$ cat src/rtl/ioidle_pkg.sv
package ioidle_pkg;

  localparam int CST_W     = 3;
  localparam int LVL_FIRST = 2;
  localparam int LVL_COUNT = 3;

  typedef logic [CST_W-1:0] cst_t;

  localparam cst_t CST_NONE = 3'd0;
  localparam cst_t CST_C3   = 3'd3;
  localparam cst_t CST_C6   = 3'd6;
  localparam cst_t CST_C7   = 3'd7;

  // level index (offset minus LVL_FIRST) to target state code
  function automatic cst_t lvl_state(input int idx);
    case (idx)
      0:       lvl_state = CST_C3;
      1:       lvl_state = CST_C6;
      2:       lvl_state = CST_C7;
      default: lvl_state = CST_NONE;
    endcase
  endfunction

endpackage

$ cat src/rtl/ioidle_decode.sv
module ioidle_decode
  import ioidle_pkg::*;
#(
  parameter int ADDR_W = 16
) (
  input  logic              en,
  input  logic [ADDR_W-1:0] addr,
  input  logic [ADDR_W-1:0] base,
  input  cst_t              limit,
  output logic              trap,
  output cst_t              state
);

  logic [ADDR_W-1:0]    offset;
  logic [LVL_COUNT-1:0] lvl_hit;
  logic [LVL_COUNT-1:0] lvl_ok;
  cst_t                 lvl_code [LVL_COUNT];

  // modulo-2^ADDR_W distance from the window base
  assign offset = addr - base;

  for (genvar g = 0; g < LVL_COUNT; g++) begin : g_lvl
    assign lvl_code[g] = lvl_state(g);
    assign lvl_hit[g]  = (offset == ADDR_W'(LVL_FIRST + g));
    assign lvl_ok[g]   = (lvl_code[g] <= limit);
  end

  always_comb begin
    trap  = 1'b0;
    state = CST_NONE;
    for (int i = 0; i < LVL_COUNT; i++) begin
      if (lvl_hit[i]) begin
        state = lvl_code[i];
        trap  = en & lvl_ok[i];
      end
    end
  end

endmodule

$ cat src/rtl/ioidle_stage.sv
module ioidle_stage
  import ioidle_pkg::*;
#(
  parameter int ADDR_W = 16
) (
  input  logic              clk,
  input  logic              rst_n,
  input  logic              in_valid,
  output logic              in_ready,
  input  logic              in_trap,
  input  cst_t              in_state,
  input  logic [ADDR_W-1:0] in_addr,
  output logic              fwd_valid,
  output logic [ADDR_W-1:0] fwd_addr,
  input  logic              fwd_ready,
  output logic              idle_valid,
  output cst_t              idle_state,
  input  logic              idle_ready
);

  logic              hold_v, hold_v_d;
  logic              hold_idle, hold_idle_d;
  logic [ADDR_W-1:0] hold_addr, hold_addr_d;
  cst_t              hold_st, hold_st_d;
  logic              drain, accept, v_en, pay_en;

  // next-state
  always_comb begin
    drain       = hold_v & (hold_idle ? idle_ready : fwd_ready);
    in_ready    = ~hold_v | drain;
    accept      = in_valid & in_ready;
    v_en        = accept | drain;
    pay_en      = accept;
    hold_v_d    = accept;
    hold_idle_d = in_trap;
    hold_addr_d = in_addr;
    hold_st_d   = in_state;
  end

  // registers
  always_ff @(posedge clk or negedge rst_n) begin
    if (!rst_n) begin
      hold_v <= 1'b0;
    end else if (v_en) begin
      hold_v <= hold_v_d;
    end
  end

  always_ff @(posedge clk or negedge rst_n) begin
    if (!rst_n) begin
      hold_idle <= 1'b0;
      hold_addr <= '0;
      hold_st   <= CST_NONE;
    end else if (pay_en) begin
      hold_idle <= hold_idle_d;
      hold_addr <= hold_addr_d;
      hold_st   <= hold_st_d;
    end
  end

  assign fwd_valid  = hold_v & ~hold_idle;
  assign fwd_addr   = hold_addr;
  assign idle_valid = hold_v & hold_idle;
  assign idle_state = hold_st;

  assert_hold_fwd_R9: assert property (@(posedge clk) disable iff (!rst_n)
    fwd_valid && !fwd_ready |=> fwd_valid && $stable(fwd_addr));
  assert_hold_idle_R9: assert property (@(posedge clk) disable iff (!rst_n)
    idle_valid && !idle_ready |=> idle_valid && $stable(idle_state));
  assert_one_channel_R8: assert property (@(posedge clk) disable iff (!rst_n)
    in_valid && in_ready |=> $countones({fwd_valid, idle_valid}) == 1);

endmodule

$ cat src/rtl/ioidle_resp.sv
module ioidle_resp #(
  parameter int DATA_W = 32
) (
  input  logic              clk,
  input  logic              rst_n,
  input  logic              idle_fire,
  output logic              resp_valid,
  output logic [DATA_W-1:0] resp_data
);

  logic pulse_q, pulse_d;

  always_comb pulse_d = idle_fire;

  always_ff @(posedge clk or negedge rst_n) begin
    if (!rst_n) pulse_q <= 1'b0;
    else        pulse_q <= pulse_d;
  end

  assign resp_valid = pulse_q;
  assign resp_data  = '0;

endmodule

$ cat src/rtl/ioidle_redirect.sv
module ioidle_redirect
  import ioidle_pkg::*;
#(
  parameter int ADDR_W = 16,
  parameter int DATA_W = 32
) (
  input  logic              clk,
  input  logic              rst_n,
  input  logic              cfg_en,
  input  logic [ADDR_W-1:0] cfg_base,
  input  logic [2:0]        cfg_limit,
  input  logic              rd_valid,
  input  logic [ADDR_W-1:0] rd_addr,
  output logic              rd_ready,
  output logic              fwd_valid,
  output logic [ADDR_W-1:0] fwd_addr,
  input  logic              fwd_ready,
  output logic              idle_valid,
  output logic [2:0]        idle_state,
  input  logic              idle_ready,
  output logic              resp_valid,
  output logic [DATA_W-1:0] resp_data
);

  logic dec_trap;
  cst_t dec_state;
  logic idle_fire;

  ioidle_decode #(.ADDR_W(ADDR_W)) u_dec (
    .en    (cfg_en),
    .addr  (rd_addr),
    .base  (cfg_base),
    .limit (cfg_limit),
    .trap  (dec_trap),
    .state (dec_state)
  );

  ioidle_stage #(.ADDR_W(ADDR_W)) u_stage (
    .clk        (clk),
    .rst_n      (rst_n),
    .in_valid   (rd_valid),
    .in_ready   (rd_ready),
    .in_trap    (dec_trap),
    .in_state   (dec_state),
    .in_addr    (rd_addr),
    .fwd_valid  (fwd_valid),
    .fwd_addr   (fwd_addr),
    .fwd_ready  (fwd_ready),
    .idle_valid (idle_valid),
    .idle_state (idle_state),
    .idle_ready (idle_ready)
  );

  assign idle_fire = idle_valid & idle_ready;

  ioidle_resp #(.DATA_W(DATA_W)) u_resp (
    .clk        (clk),
    .rst_n      (rst_n),
    .idle_fire  (idle_fire),
    .resp_valid (resp_valid),
    .resp_data  (resp_data)
  );

  assert_resp_after_R7: assert property (@(posedge clk) disable iff (!rst_n)
    idle_valid && idle_ready |=> resp_valid);
  assert_resp_cause_R7: assert property (@(posedge clk) disable iff (!rst_n)
    resp_valid |-> $past(idle_valid && idle_ready));
  assert_bypass_R3: assert property (@(posedge clk) disable iff (!rst_n)
    rd_valid && rd_ready && !cfg_en |=> fwd_valid && fwd_addr == $past(rd_addr));
  assert_state_code_R2: assert property (@(posedge clk) disable iff (!rst_n)
    idle_valid |-> (idle_state == CST_C3 || idle_state == CST_C6 || idle_state == CST_C7));
  assert_limit_R4: assert property (@(posedge clk) disable iff (!rst_n)
    idle_valid && !$stable(idle_valid) |-> idle_state <= $past(cfg_limit));
  assert_no_fwd_trap_R6: assert property (@(posedge clk) disable iff (!rst_n)
    rd_valid && rd_ready && dec_trap |=> !fwd_valid);

endmodule

$ cat config.mk
export PLATFORM = sky130hd
export DESIGN_NAME = ioidle_redirect
export DESIGN_NICKNAME = d
export VERILOG_FILES = /design/src/rtl/ioidle_pkg.sv /design/src/rtl/ioidle_decode.sv /design/src/rtl/ioidle_stage.sv /design/src/rtl/ioidle_resp.sv /design/src/rtl/ioidle_redirect.sv
export SDC_FILE = /design/constraint.sdc
export NUM_CORES = 1
export LEC_CHECK = 0
export BUFFER_PORTS_ARGS = -buffer_cell sky130_fd_sc_hd__buf_2
export CORE_ASPECT_RATIO = 0.8
export CORE_MARGIN = 5
export CORE_UTILIZATION = 50
export DETAILED_ROUTE_END_ITERATION = 6
export PLACE_DENSITY = 0.83
export SETUP_SLACK_MARGIN = 0.5
export SYNTH_ARGS = -nofsm -noshare
export SYNTH_HDL_FRONTEND = slang
export SYNTH_HIERARCHICAL = 1
export SYNTH_SLANG_ARGS = --single-unit
$ cat constraint.sdc
create_clock -name clk -period 2.7 [get_ports clk]
set_clock_uncertainty 0.2 [all_clocks]
set_input_delay 0.135 -clock clk [delete_from_list [all_inputs] [get_ports clk]]
set_output_delay 0.135 -clock clk [all_outputs]
set_load 0.005 [all_outputs]
; Yosys cells after proc, flatten, opt, wreduce, memory -nomap -nowiden
; Index checks and enable logic that the tools add are counted.
; Widths: inputs -> output; s select.
[word_totals]
regBits = 22
input_bits = 41
out_inout_bits = 55
wordCells = 31
[op_classes]
add_sub_neg = 1
n_lt_le_gt_ge = 3
n_eq_ne = 3
n_mux = 7
n_bitwise = 12
[ops]
columns = op, count
row1 = $eq 16x2->1 const B, 2
row2 = $eq 16x3->1 const B, 1
row3 = $sub 16x16->16, 1
row4 = $and 1x1->1, 8
row5 = $le 3x3->1 const A, 2
row6 = $mux 3, 2
row7 = $mux 1, 4
row8 = $le 2x3->1 const A, 1
row9 = $mux 2, 1
row10 = $not 1->1, 2
row11 = $or 1x1->1, 2

; Logic depth before layout (Yosys ltp)
[logic_depth]
word_depth = 5
mapped_depth = 11

; Cells and area by module
; Netlist, hierarchy kept.
[modules_own_cells]
columns = module, n_inst, cells_per_inst, area_per_inst_um2, seq_area_each_um2
row1 = ioidle_decode, 1, 168, 1101.1, 0.0
row2 = ioidle_stage, 1, 53, 879.6, 525.5
row3 = ioidle_resp, 1, 34, 269.0, 25.0
row4 = ioidle_redirect, 1, 1, 6.3, 0.0

; Worst setup path before layout
; Ideal clock, no wire load.
[synth_timing]
kind = input port to flip-flop
startpoint = input port cfg_base[1]
endpoint = register u_stage.hold_st[0] (netlist: u_stage/idle_state[0])
arrival_time_ns = 2.355
t_required_ns = 2.375
path_slack_ns = 0.020
stages = 10
n_path_buf = 0
path_cell_list = inv_1 > ha_1 > nor2b_1 > o21a_1 > a311o_2 > a2111oi_0 > nor2_1 > a31oi_1 > nor4_1 > mux2_4
[synth_between]
elab_chain_len = 5
elab_cells_between_ends = 7
classes_between = add/sub: 1 / eq/ne: 3 / mux: 3
[synth_rtl]
columns = item, line
row1 = from (decl), ioidle_redirect.sv:10  ; input logic [ADDR_W-1:0] cfg_base,
row2 = $sub 16x16->16 (*), ioidle_decode.sv:20  ; assign offset = addr - base;
row3 = $eq 16x2->1, ioidle_decode.sv:24  ; assign lvl_hit[g] = (offset == ADDR_W'(LVL_FIRST + g));
row4 = $mux 2, ioidle_decode.sv:32  ; if (lvl_hit[i]) begin
row5 = $mux 3, ioidle_decode.sv:32
row6 = $mux 3 (*), ioidle_decode.sv:32
row7 = named net dec_state[0], ioidle_redirect.sv:26  ; cst_t dec_state;
row8 = to (signal assigned), ioidle_stage.sv:57  ; hold_st <= hold_st_d;
row9 = to (decl), ioidle_stage.sv:24  ; cst_t hold_st, hold_st_d;
; Mark *: on every way through the listed nets, which the timed path passes. The rest lies on a longest branch.
; A chain may end at the register's enable or synchronous reset.

; Final worst setup path
; Same ends and word-level chain as after synthesis.

==> out/qor.csv <==
stage;metric;value;unit
yosys;register area share after synthesis;24.4;%
clock_tree;CTS max path bufs;2;
route;total routed wirelength;6.36;mm
grt;largest net degree at the start of global routing;23;
worst_setup_path;WP data arrival;2.54;ns
timing;setup TNS;0;ns
worst_setup_path;crit path max fanout;8;
clock_tree;clock sink count;22;
yosys;Yosys cell types;56;
final_layout;final non-filler cell total;419;
power_and_ir_drop;PD cells;408;nW/um2
route;Routed Antenna Nets;0;
route;DR pass1 iterations;5;
grt;initial antenna violation count;0;
clock_tree;Clock transition at path regs;0.08;ns
grt;first-pass GRT wire length;10.2;mm
floorplanning;Die Span X;85.1;um
route;drc violations;0;
floorplanning;die area;5960;um2
timing;hold_ws;0.0440;ns
place;dpl ws;-0.138;ns
timing;RSZ-0062 raised after global routing;true;
timing;Period minus WS final;2.53;ns
power_and_ir_drop;Worst VDD drop;300;uV
yosys;Warnings, synthesis;6;
worst_setup_path;Critical Path Sink Type;register;
clock_tree;root buffer cell;clkbuf_8;
floorplanning;Core Region;4280;um2
timing;Max Freq;396;MHz
floorplanning;Cell Rows;21;
place;input/output buffers;63;
yosys;Adder-Cell Fraction of Synth Area;9.76;%
grt;grt total ovfl;0;
job;max_cap viols;0;
yosys;simple-gate share of the synthesized area;16.6;%
floorplanning;Die H;70.1;um
clock_tree;Num CTS Buffers;3;
yosys;main combinational cell family by area after synthesis;compound AO/OA/AOI/OAI gates;
timing;final hold vios;0;
route;wire per inst;15.2;um
clock_tree;CTS tree;built;
yosys;synthesized flop and latch total;22;
grt;GRT Total Usage;20.8;%
final_layout;fin util;73.6;%
route;Vias/cell;5.17;
worst_setup_path;Critical Path RT;2.72;ns
place;placer congestion estimate;0.961;
clock_tree;later-pin clock latency in the skew report;0.27;ns
yosys;Avg Cell Area, Syn;8.81;um2
clock_tree;H-tree levels;1;
timing;Slew headroom;64.1;%
power_and_ir_drop;Leakage;1.59;nW
yosys;Post-synth EDFFs;0;
worst_hold_path;WHS Path Cells;4;
yosys;Synth Area in Compound Gates;18.1;%
place;dpl hpwl;4.75;mm
worst_hold_path;Hold Crit Class;input pin to register;
grt;number of global-route vias before repair;2151;
timing;Final Slew Violations;0;
yosys;post-synthesis async set-or-reset flop share;100;%
floorplanning;I/O Pins;96;
final_layout;nets@finish;421;
route;First DRT Iteration DRCs;168;
route;vias;2166;
yosys;top_reg_cell synth;dfrtp_1;
yosys;XOR/XNOR share of the synthesized area;1.16;%
worst_setup_path;Worst Setup Start Kind;input pin;
place;placed cell count;391;
final_layout;ANT cells;0;
yosys;Mapped Area;2260;um2
status;status;finished, final reports clean;
floorplanning;initial core utilization;52.7;%
worst_setup_path;R2R depth;4;
timing;period utilisation layout;93.6;%
timing;fin worst setup slack;0.172;ns
timing;final count of negative-setup-slack endpoints;0;
yosys;share of synthesized area spent on multiplexers;13.4;%
yosys;Post-Syn Instances;256;
final_layout;Layout area overhead;39.7;%
final_layout;layout cells sized above 1;40.9;%
timing;Slew @ Worst Pin;0.538;ns
worst_setup_path;kind of critical path;input pin to register;
what timing repair did:
| action | 4_1_cts | 5_1_grt |
|---|---|---|
| hold buffers | 19 | 0 |
| resized for setup | 15 | 18 |
| endpoints found under the setup margin | 4 | 4 |
| pin swaps | 3 | 15 |
| endpoints found under the hold margin | 40 | 0 |
| buffers inserted | 4 | 1 |
sequential cells by signal, summed over array words and instances, names as in the netlist:
register            flops
u_stage/hold_v          1
u_stage/fwd_addr       16
u_resp/resp_valid       1
u_stage/idle_state      3
u_stage/hold_idle       1
placed cells by master, fill, tap and decap left out, types with 3 or more instances in the layout:
master         Yosys  layout
buf_2              1      61
o21ai_0           11       7
o21ai_1            0       4
or3_1              4       3
buf_4             32      30
dfrtp_1           22      22
ha_4               0       4
clkbuf_8           0       3
nand2_1           12      12
o21a_1             5       5
conb_1             1      32
a21oi_1           13      13
mux2i_1            5       5
inv_1             18      15
dlygate4sd3_1      0      19
nand4_1            4       4
mux2_2             9       9
ha_1              16      11
nor2_1            16      16
nor3_1             5       5
nand2b_1           4       4
mux2_4            10      10
nand3_1            6       6
synth_stat cells, drive strengths merged, types with 3 or more instances:
library cell	n	area (um2)
buf	35	277
dfrtp	22	551
mux2	19	251
inv	18	67.6
ha	16	200
nor2	16	60.1
a21oi	13	65.1
nand2	12	45.0
o21ai	11	55.1
clkbuf	7	26.3
nand3	6	30.0
mux2i	5	50.1
nor3	5	25.0
nor4	5	31.3
o21a	5	37.5
nand2b	4	25.0
nand4	4	25.0
or3	4	25.0
a211o	3	26.3
a21o	3	23.8
a31oi	3	18.8
and2	3	20.0
nor2b	3	18.8
area by class of cell:
class | instances | area, um2
inverters | 18 | 72.6
clock buffers | 3 | 41.3
flip-flops and latches | 22 | 551
clock inverters | 1 | 30.0
well taps | 57 | 71.3
repair buffers | 113 | 762
multi-input cells | 205 | 1620
fillers | 302 | 1130
through the flow:
step	total power, mW	instance area, um2
2_1_floorplan	0.733	2430
3_3_place_gp	0.874	2710
3_5_place_dp	0.883	2710
4_1_cts	1.25	3060
5_1_grt	1.36	3150
6_report	1.29	3150
path summary, 6_finish.rpt:
| check | slack (ns) | endpoint | from |
|---|---|---|---|
| worst max-delay path | 0.17 | u_stage/idle_state[0]$_DFFE_PN0P_ | cfg_base[1] |
| worst min-delay path | 0.04 | u_stage/hold_v$_DFFE_PN0P_ | fwd_ready |
| worst max register to register | 0.98 | u_stage/fwd_addr[15]$_DFFE_PN0P_ | u_stage/hold_idle$_DFFE_PN0P_ |
| worst min register to register | 0.31 | u_stage/fwd_addr[10]$_DFFE_PN0P_ | u_stage/fwd_addr[10]$_DFFE_PN0P_ |
| max in group asynchronous | 1.75 | u_stage/fwd_addr[9]$_DFFE_PN0P_ | rst_n |
| min in group asynchronous | 0.19 | u_stage/fwd_addr[0]$_DFFE_PN0P_ | rst_n |
cells by family after synthesis:
group	count (synthesis)
flops	22
compound gates	58
xor+xnor	3
other cells	1
fa+ha+maj	17
buf+inv	60
simple gates	71
mux	24
per-layer routing:
| layer | wire [um] | vias to the layer above | GRT usage, % |
|---|---|---|---|
| li1 | - | 1075 | - |
| met5 | 0 | - | 0 |
| met4 | 66 | 0 | 3.69 |
| met1 | 2630 | 972 | 27.6 |
| met3 | 607 | 11 | 4.47 |
| met2 | 3050 | 108 | 35.0 |
critical path: stages:
cell and delay (ns):
buf_8 0.10, inv_6 0.04, ha_4 0.18, nor2b_4 0.11, o21a_1 0.18, a311o_2 0.40
a311oi_2 0.31, xnor2_1 0.09, or4_4 0.54, nor4_4 0.27, mux2_4 0.18
power breakdown:
part / internal [mW] / switching [mW]
Clock: 0.198 / 0.115
Combinational: 0.299 / 0.288
Sequential: 0.366 / 0.0191
(Power assumes the default switching activity.)
